### config.mk
export PLATFORM = sky130hd
export DESIGN_NAME = mm_finder
export DESIGN_NICKNAME = d
export VERILOG_FILES = /design/src/rtl/mm_finder_pkg.sv /design/src/rtl/mm_store.sv /design/src/rtl/mm_index_cntr.sv /design/src/rtl/mm_cmp.sv /design/src/rtl/mm_datapath.sv /design/src/rtl/mm_ctrl.sv /design/src/rtl/mm_finder.sv
export SDC_FILE = /design/constraint.sdc
export NUM_CORES = 1
export LEC_CHECK = 0
export CORE_MARGIN = 1
export CORE_UTILIZATION = 35
export CTS_BUF_LIST = sky130_fd_sc_hd__clkbuf_4 sky130_fd_sc_hd__clkbuf_8
export CTS_CLUSTER_SIZE = 12
export DETAILED_ROUTE_END_ITERATION = 10
export PLACE_DENSITY = 0.62
export SLEW_MARGIN = 5
export SYNTH_ARGS = -nofsm -noshare
export SYNTH_HDL_FRONTEND = slang
export SYNTH_SLANG_ARGS = --single-unit
export TNS_END_PERCENT = 20
### constraint.sdc
create_clock -name clk -period 2.63 [get_ports clk]
set_clock_uncertainty 0.15 [all_clocks]
set_input_delay 0.526 -clock clk [delete_from_list [all_inputs] [get_ports clk]]
set_output_delay 0.526 -clock clk [all_outputs]
set_load 0.1 [all_outputs]
### src/rtl/mm_finder_pkg.sv
package mm_finder_pkg;
  typedef enum logic [1:0] {
    ST_INIT = 2'd0,
    ST_LOAD = 2'd1,
    ST_COMP = 2'd2,
    ST_DONE = 2'd3
  } mm_state_e;

  typedef enum logic {
    PH_MAX = 1'b0,
    PH_MIN = 1'b1
  } mm_phase_e;
endpackage

### src/rtl/mm_store.sv
module mm_store #(
  parameter int DATA_W = 4,
  parameter int ADDR_W = 4
) (
  input  logic              clk,
  input  logic              we,
  input  logic [ADDR_W-1:0] waddr,
  input  logic [DATA_W-1:0] wdata,
  input  logic [ADDR_W-1:0] raddr,
  output logic [DATA_W-1:0] rdata
);
  localparam int DEPTH = 1 << ADDR_W;

  logic [DATA_W-1:0] cells [DEPTH];

  always_ff @(posedge clk) begin
    if (we) cells[waddr] <= wdata;
  end

  assign rdata = cells[raddr];
endmodule

### src/rtl/mm_index_cntr.sv
module mm_index_cntr #(
  parameter int ADDR_W = 4
) (
  input  logic              clk,
  input  logic              rst_n,
  input  logic              clr,
  input  logic              en,
  output logic [ADDR_W-1:0] idx,
  output logic              last
);
  localparam logic [ADDR_W-1:0] TOP = {ADDR_W{1'b1}};

  always_ff @(posedge clk or negedge rst_n) begin
    if (!rst_n)   idx <= '0;
    else if (clr) idx <= '0;
    else if (en)  idx <= idx + 1'b1;
  end

  assign last = (idx == TOP);

  // The control unit must never request an increment at the top index.
  AST_NO_WRAP: assert property (@(posedge clk) disable iff (!rst_n)
    (en && !clr) |-> !last);
endmodule

### src/rtl/mm_cmp.sv
module mm_cmp #(
  parameter int DATA_W = 4
) (
  input  logic [DATA_W-1:0] a,
  input  logic [DATA_W-1:0] b,
  output logic              gt,
  output logic              lt
);
  assign gt = (a > b);
  assign lt = (a < b);
endmodule

### src/rtl/mm_datapath.sv
module mm_datapath #(
  parameter int DATA_W = 4
) (
  input  logic              clk,
  input  logic              rst_n,
  input  logic [DATA_W-1:0] entry,
  input  logic              init_load,
  input  logic              cmp_active,
  input  logic              sel_min,
  output logic [DATA_W-1:0] min_q,
  output logic [DATA_W-1:0] max_q
);
  logic [DATA_W-1:0] ref_val;
  logic              is_gt;
  logic              is_lt;
  logic              take_max;
  logic              take_min;

  assign ref_val = sel_min ? min_q : max_q;

  mm_cmp #(.DATA_W(DATA_W)) u_cmp (
    .a  (entry),
    .b  (ref_val),
    .gt (is_gt),
    .lt (is_lt)
  );

  assign take_max = init_load || (cmp_active && !sel_min && is_gt);
  assign take_min = init_load || (cmp_active &&  sel_min && is_lt);

  always_ff @(posedge clk or negedge rst_n) begin
    if (!rst_n) begin
      max_q <= '0;
      min_q <= '0;
    end else begin
      if (take_max) max_q <= entry;
      if (take_min) min_q <= entry;
    end
  end

  AST_LOAD_BOTH: assert property (@(posedge clk) disable iff (!rst_n)
    init_load |=> (max_q == min_q));
  AST_MAX_NO_DROP: assert property (@(posedge clk) disable iff (!rst_n)
    (cmp_active && !init_load) |=> (max_q >= $past(max_q)));
  AST_MIN_NO_RISE: assert property (@(posedge clk) disable iff (!rst_n)
    (cmp_active && !init_load) |=> (min_q <= $past(min_q)));
  AST_MIN_PHASE_KEEPS_MAX: assert property (@(posedge clk) disable iff (!rst_n)
    (cmp_active && sel_min) |=> $stable(max_q));
endmodule

### src/rtl/mm_ctrl.sv
module mm_ctrl
  import mm_finder_pkg::*;
(
  input  logic clk,
  input  logic rst_n,
  input  logic start,
  input  logic last_idx,
  output logic cnt_clr,
  output logic cnt_en,
  output logic init_load,
  output logic cmp_active,
  output logic sel_min,
  output logic idle,
  output logic done
);
  mm_state_e state_q, state_d;
  mm_phase_e phase_q, phase_d;

  always_comb begin
    state_d = state_q;
    phase_d = phase_q;
    unique case (state_q)
      ST_INIT: if (start) state_d = ST_LOAD;
      ST_LOAD: begin
        state_d = ST_COMP;
        phase_d = PH_MAX;
      end
      ST_COMP: begin
        if (phase_q == PH_MAX) begin
          phase_d = PH_MIN;
        end else begin
          phase_d = PH_MAX;
          if (last_idx) state_d = ST_DONE;
        end
      end
      ST_DONE: if (start) state_d = ST_LOAD;
      default: state_d = ST_INIT;
    endcase
  end

  always_ff @(posedge clk or negedge rst_n) begin
    if (!rst_n) begin
      state_q <= ST_INIT;
      phase_q <= PH_MAX;
    end else begin
      state_q <= state_d;
      phase_q <= phase_d;
    end
  end

  assign idle       = (state_q == ST_INIT) || (state_q == ST_DONE);
  assign done       = (state_q == ST_DONE);
  assign cnt_clr    = idle;
  assign init_load  = (state_q == ST_LOAD);
  assign cmp_active = (state_q == ST_COMP);
  assign sel_min    = (phase_q == PH_MIN);
  assign cnt_en     = init_load || (cmp_active && sel_min && !last_idx);

  AST_START_LAUNCH: assert property (@(posedge clk) disable iff (!rst_n)
    (idle && start) |=> (state_q == ST_LOAD));
  AST_BUSY_STAYS: assert property (@(posedge clk) disable iff (!rst_n)
    (cmp_active && !(sel_min && last_idx)) |=> (state_q == ST_COMP));
  AST_DONE_HOLD: assert property (@(posedge clk) disable iff (!rst_n)
    (done && !start) |=> done);
  AST_EXIT_ON_LAST: assert property (@(posedge clk) disable iff (!rst_n)
    (cmp_active && sel_min && last_idx) |=> done);
endmodule

### src/rtl/mm_finder.sv
module mm_finder #(
  parameter int DATA_W = 4,
  parameter int ADDR_W = 4
) (
  input  logic              clk,
  input  logic              rst_n,
  input  logic              start,
  input  logic              wr_valid,
  output logic              wr_ready,
  input  logic [ADDR_W-1:0] wr_addr,
  input  logic [DATA_W-1:0] wr_data,
  output logic [DATA_W-1:0] min_val,
  output logic [DATA_W-1:0] max_val,
  output logic              done
);
  logic              cnt_clr;
  logic              cnt_en;
  logic              init_load;
  logic              cmp_active;
  logic              sel_min;
  logic              idle;
  logic              last_idx;
  logic [ADDR_W-1:0] idx;
  logic [DATA_W-1:0] entry;
  logic              wr_fire;

  assign wr_ready = idle;
  assign wr_fire  = wr_valid && wr_ready;

  mm_ctrl u_ctrl (
    .clk        (clk),
    .rst_n      (rst_n),
    .start      (start),
    .last_idx   (last_idx),
    .cnt_clr    (cnt_clr),
    .cnt_en     (cnt_en),
    .init_load  (init_load),
    .cmp_active (cmp_active),
    .sel_min    (sel_min),
    .idle       (idle),
    .done       (done)
  );

  mm_index_cntr #(.ADDR_W(ADDR_W)) u_idx (
    .clk   (clk),
    .rst_n (rst_n),
    .clr   (cnt_clr),
    .en    (cnt_en),
    .idx   (idx),
    .last  (last_idx)
  );

  mm_store #(.DATA_W(DATA_W), .ADDR_W(ADDR_W)) u_store (
    .clk   (clk),
    .we    (wr_fire),
    .waddr (wr_addr),
    .wdata (wr_data),
    .raddr (idx),
    .rdata (entry)
  );

  mm_datapath #(.DATA_W(DATA_W)) u_dp (
    .clk        (clk),
    .rst_n      (rst_n),
    .entry      (entry),
    .init_load  (init_load),
    .cmp_active (cmp_active),
    .sel_min    (sel_min),
    .min_q      (min_val),
    .max_q      (max_val)
  );

  AST_RESULTS_HELD: assert property (@(posedge clk) disable iff (!rst_n)
    (done && !start) |=> ($stable(min_val) && $stable(max_val)));
  AST_ORDERED: assert property (@(posedge clk) disable iff (!rst_n)
    done |-> (min_val <= max_val));
  AST_START_DROPS_DONE: assert property (@(posedge clk) disable iff (!rst_n)
    (done && start) |=> !done);
endmodule

# Word-level counts from Yosys, hierarchy flattened
# Memory sizes are Yosys's and may differ from the RTL's.
# Cells that the tools add are included.
# Widths: inputs -> output; s select.
# op_classes
shifts	0
reduce_logical	17
n_div	0
magnitude_cmp	2
n_addsub	1
n_eq_ne	7
n_bitwise	0
mux	11
mul	0
# op_table
cell	count
$mux 4	3
$logic_and 1x1->1	6
$mux 2	3
$pmux 2 s3	1
$add 4x1->4 const B	1
$eq 2x2->1 const B	2
$eq 4x4->1 const B	1
$gt 4x4->1	1
$logic_or 1x1->1	4
$lt 4x4->1	1
$ne 2x2->1 const B	2
$reduce_bool 2->1	2
$mux 1	3
$reduce_and 3->1	1
$eq 2x1->1 const B	1
$logic_not 1->1	2
$logic_not 2->1	1
$ne 2x1->1 const B	1
$pmux 1 s2	1
$reduce_or 2->1	1
# totals
latch_bits	0
n_memories	1
ram_bits	64
mem_bits_ro	0
ff_bits	15
# mem_list
name	words	width	rd	rd_clocked_by_memory_dff	wr	line	source
u_store.cells	16	4	1	0	1	mm_store.sv:14	logic [DATA_W-1:0] cells [DEPTH];

# Longest topological paths before layout
# Gate-level depths: netlist (run 1).
# depth
depth_word	6
mapped_depth	12
depth_no_buf	10

# Modules after synthesis
# Synthesis (run 1) repeated with hierarchy kept, for this count alone.
# unflattened
hier_cells	221
area_unflattened_um2	3614.7
# by_module_without_submodules
module	cells_each	instances	area_per_inst_um2	seq_area_each_um2
mm_store	126	1	2586.2	1921.8
mm_datapath	40	1	473.0	200.2
mm_ctrl	22	1	236.5	75.1
mm_index_cntr	17	1	198.9	100.1
mm_cmp	15	1	113.9	0.0
mm_finder	1	1	6.3	0.0

# Least setup slack after synthesis (run 1)
# No wires, ideal clock.
# synth_timing
path_type	register -> register
start	register u_idx.idx[1]
end	register u_dp.min_q[1]
required_time_ps	2354
setup_ps	126
arrival_time_ps	2604
path_stages_with_launch	12
path_slack_ps	-249
period_less_slack_ps	2879
path_cell_list	dfrtp_1 > buf_2 > buf_1 > mux4_2 > a22oi_1 > nand2_1 > ha_1 > nor2b_1 > o21a_1 > o21ai_0 > a21oi_1 > mux2_2
# synth_between
elab_chain_cells	4
# synth_lines
element	line	source
start, declared	mm_index_cntr.sv:8	output logic [ADDR_W-1:0] idx,
start signal, assigned	mm_index_cntr.sv:16	else if (en) idx <= idx + 1'b1;
$mem_v2 16x4 *	-	
via entry[1]	mm_finder.sv:24	logic [DATA_W-1:0] entry;
$lt 4x4->1	mm_cmp.sv:10	assign lt = (a < b);
$logic_and 1x1->1	mm_datapath.sv:29	assign take_min = init_load || (cmp_active && sel_min && is_lt);
$logic_or 1x1->1	mm_datapath.sv:29	
end signal, assigned	mm_datapath.sv:37	if (take_min) min_q <= entry;
end, declared	mm_datapath.sv:10	output logic [DATA_W-1:0] min_q,
# Mark *: on every way through the listed nets, which the timed path passes. The rest lies on a longest branch.
# A chain may end at the register's enable or synchronous reset.

# Worst setup path after layout (run 1)
# layout_timing
start	register u_idx.idx[0]
end	register u_dp.min_q[2]
# The elaborated chain is that of the path after synthesis.

==> flow_metrics.tcl, run 1 <==
set metrics [dict create \
    vias_per_cell 4.808 \
    worst_pin_slew_ps 690.0 \
    globalRouteTotalUtil_pct 13.68 \
    cts.sinks 79 \
    cts.clk_slew.worst_paths_ps 80 \
    power.density_nw_per_um2 1101 \
    die_y_um 100.7 \
    met1Wirelength_um 2899 \
    drv_slew 0 \
    io_pins 22 \
    synthesis.area_um2 3411 \
    rr_worst_depth 10 \
    synth-seq-area-share_pct 67.35 \
    std_cell_rows 35 \
    grt_pass1_vias 1899 \
    clock-root-buffer "clkbuf_8" \
    synth_seq_cells 79 \
    reg2reg_to "u_dp.min_q[2]" \
    syn-num-nets 221 \
    drive_gt1_share_pct 34.66 \
    insertion_delay_ps 350 \
    hp-start "u_dp.min_q[3]" \
    cp-start-kind "flip-flop" \
    synth-async-reset-ratio_pct 18.99 \
    setup_ws_ps -247.3 \
    place.gp.congestion 0.7167 \
    antenna_found_initial 0 \
    reg2reg_from "u_idx.idx[0]" \
    whs_ps 393.5 \
    highest_layer "met4" \
    period_share_pct 109.4 \
    r2r_slack_ps -250 \
    rsz0062_at_grt "true" \
    violations "setup timing" \
    n_antenna_cell 0 \
    port_buffers 21 \
    arrival_ps 2960 \
    min_path_cells 1 \
    die-area_um2 10140 \
    start_util_pct 36.57 \
    drt.antenna.violating_nets 0 \
    relSlewSlack_pct 53.86 \
    drc 0 \
    hold_path_end "u_dp.min_q[3]" \
    status "complete, but fails checks" \
    dp.cells 358 \
    design.core.area_um2 9328 \
    crit_required_ps 2710 \
    grt_pass1_wl_um 9860 \
    hold_path_class "reg2reg" \
    numCtsBuffers 9 \
    met2WireLength_um 3004 \
    wire_per_inst_um 16.65 \
    cts_tree "yes" \
    dr.pass1.iters 4 \
    clock.fmax_mhz 347.5 \
    endpoint_kind "flip-flop" \
    power_mw 4.660 \
    dr.first_iter.drc_count 95 \
    synth_edf_count 64 \
    synthFlopType "edfxtp_1" \
    areaGrowthSynthToFinish_pct 24.06 \
    finalHoldViolCount 0 \
    setup_viol_count_final 8 \
    crit_type "reg2reg" \
    wl_um 6326 \
    vias 1827 \
    min_period_ps 2877 \
    final_util_pct 45.37 \
    nets 267 \
    dr_wl_met3_um 383 \
    htreeDepth 3 \
    max-vdd-ir-drop_uv 658.4 \
    maxCapViolations 0 \
    syn_inst 200 \
    die_w_um 100.7 \
    power_leakage_nw 1.488 \
    dp_hpwl_um 4340 \
    ys_types 35 \
    overflow 0 \
    final_cells 380 \
    synth_area_per_cell_um2 17.05 \
    clk_path_buf_depth 2 \
    grt_max_degree 20 \
    ys.warnings.count 0 \
    path_max_fanout 7 \
]
==> worst max-delay path by stage <==
stage | startpoint | to | slack [ps] | cells after the start
global placement | u_idx.idx[0] | u_dp.min_q[0] | -320 | 10
finish | u_idx.idx[0] | u_dp.min_q[2] | -250 | 10
CTS | u_idx.idx[0] | u_dp.max_q[3] | -290 | 11
floorplan | u_idx.idx[0] | u_dp.min_q[1] | -120 | 11
detailed placement | u_idx.idx[0] | u_dp.min_q[2] | -360 | 10
global route | u_idx.idx[0] | u_dp.min_q[3] | -340 | 10
==> routing by layer <==
metal / global-route usage [%] / vias to the layer above
li1: - / 868
met5: 0 / -
met3: 5.201 / 5
met1: 17.56 / 911
met2: 21.97 / 43
met4: 3.344 / 0
==> per-stage QoR <==
step	TNS, ps	worst slack, ps	cell area [µm²]
2_1_floorplan	-1779	-117.6	3423
3_3_place_gp	-2341	-321.5	3876
3_5_place_dp	-2681	-361.0	3876
4_1_cts	-2308	-293.4	4184
5_1_grt	-2639	-343.1	4232
6_report	-1832	-247.3	4232
==> cell usage in the layout, fill, tap and decap left out, types with 5 or more instances in the layout <==
cell	n
dfrtp_1	14
nand2_1	10
ha_1	6
buf_4	25
a22oi_2	8
clkdlybuf4s50_1	11
clkbuf_8	9
mux2_4	7
edfxtp_1	64
nor2_1	22
buf_12	5
mux4_2	12
==> Yosys cell counts, types with 2 or more instances <==
master / instances / area share, %
edfxtp_1: 64 / 56
nor2_1: 22 / 2.4
dfrtp_1: 15 / 11
mux4_1: 12 / 9.2
nand2_1: 11 / 1.2
ha_1: 9 / 3.3
mux2_2: 9 / 3.0
a22oi_1: 6 / 1.3
a21oi_1: 4 / 0.59
inv_1: 4 / 0.44
mux2i_1: 4 / 1.2
mux4_2: 4 / 2.6
nor3_1: 4 / 0.59
nand4_1: 3 / 0.55
nor2b_1: 3 / 0.55
a22oi_2: 2 / 0.73
clkbuf_1: 2 / 0.22
nand2b_1: 2 / 0.37
o21a_1: 2 / 0.44
o21ai_1: 2 / 0.29
xor2_1: 2 / 0.51
==> power by group <==
group | total (mW) | switching, mW | internal [mW]
sequential | 1.58 | 0.0995 | 1.48
clock | 0.902 | 0.451 | 0.452
combinational | 2.18 | 1.30 | 0.876
==> registers in the layout (all words and copies together) (netlist names) <==
register,flops
u_ctrl.state_q,2
u_ctrl.sel_min,1
u_store.cells,64
u_idx.idx,4
u_dp.min_q,4
u_dp.max_q,4
==> critical path: stages, from the launching register on <==
cell	delay (ps)
dfrtp_2	420
buf_12	150
buf_4	110
mux4_2	510
a22oi_2	210
nand2_2	120
ha_4	270
o21a_1	150
o21ai_4	90
a21oi_4	260
mux2_4	320
==> logic make-up (layout without fill, tap and decap cells) <==
| logic type | after synthesis | count (layout) | synth area share, % |
|---|---|---|---|
| adders and majority gates | 9 | 9 | 3.302 |
| muxes | 29 | 29 | 16.03 |
| buffers and inverters | 11 | 62 | 1.944 |
| DFF | 79 | 79 | 67.35 |
| AOI/OAI and AO/OA | 19 | 19 | 3.962 |
| xor gates and xnor gates | 3 | 3 | 0.7705 |
| and+or+nand+nor | 50 | 50 | 6.640 |
==> cell type report <==
type	count	area (µm²)
Timing Repair Buffer	41	397.9
Sequential cell	79	2298
Clock inverter	7	80.08
Fill cell	857	5096
Clock buffer	9	123.9
Multi-Input combinational cell	110	1151
Inverter	5	18.77
Tap cell	129	161.4
==> timing repair <==
action / 4_1_cts / 5_1_grt
hold endpoints to repair: 0 / 0
setup buffers: 4 / 2
gates cloned: 1 / 0
pin swaps: 2 / 14
resized for setup: 9 / 24
setup endpoints to repair: 8 / 8
hold buffers: 0 / 0
(Power assumes the default switching activity.)
==> inputs of run 2 (changes only) <==
Settings changed: GPL_ROUTABILITY_DRIVEN set to 0.
==> results of run 2 <==
The final DEF is identical to that of run 1; final timing and power are the same.
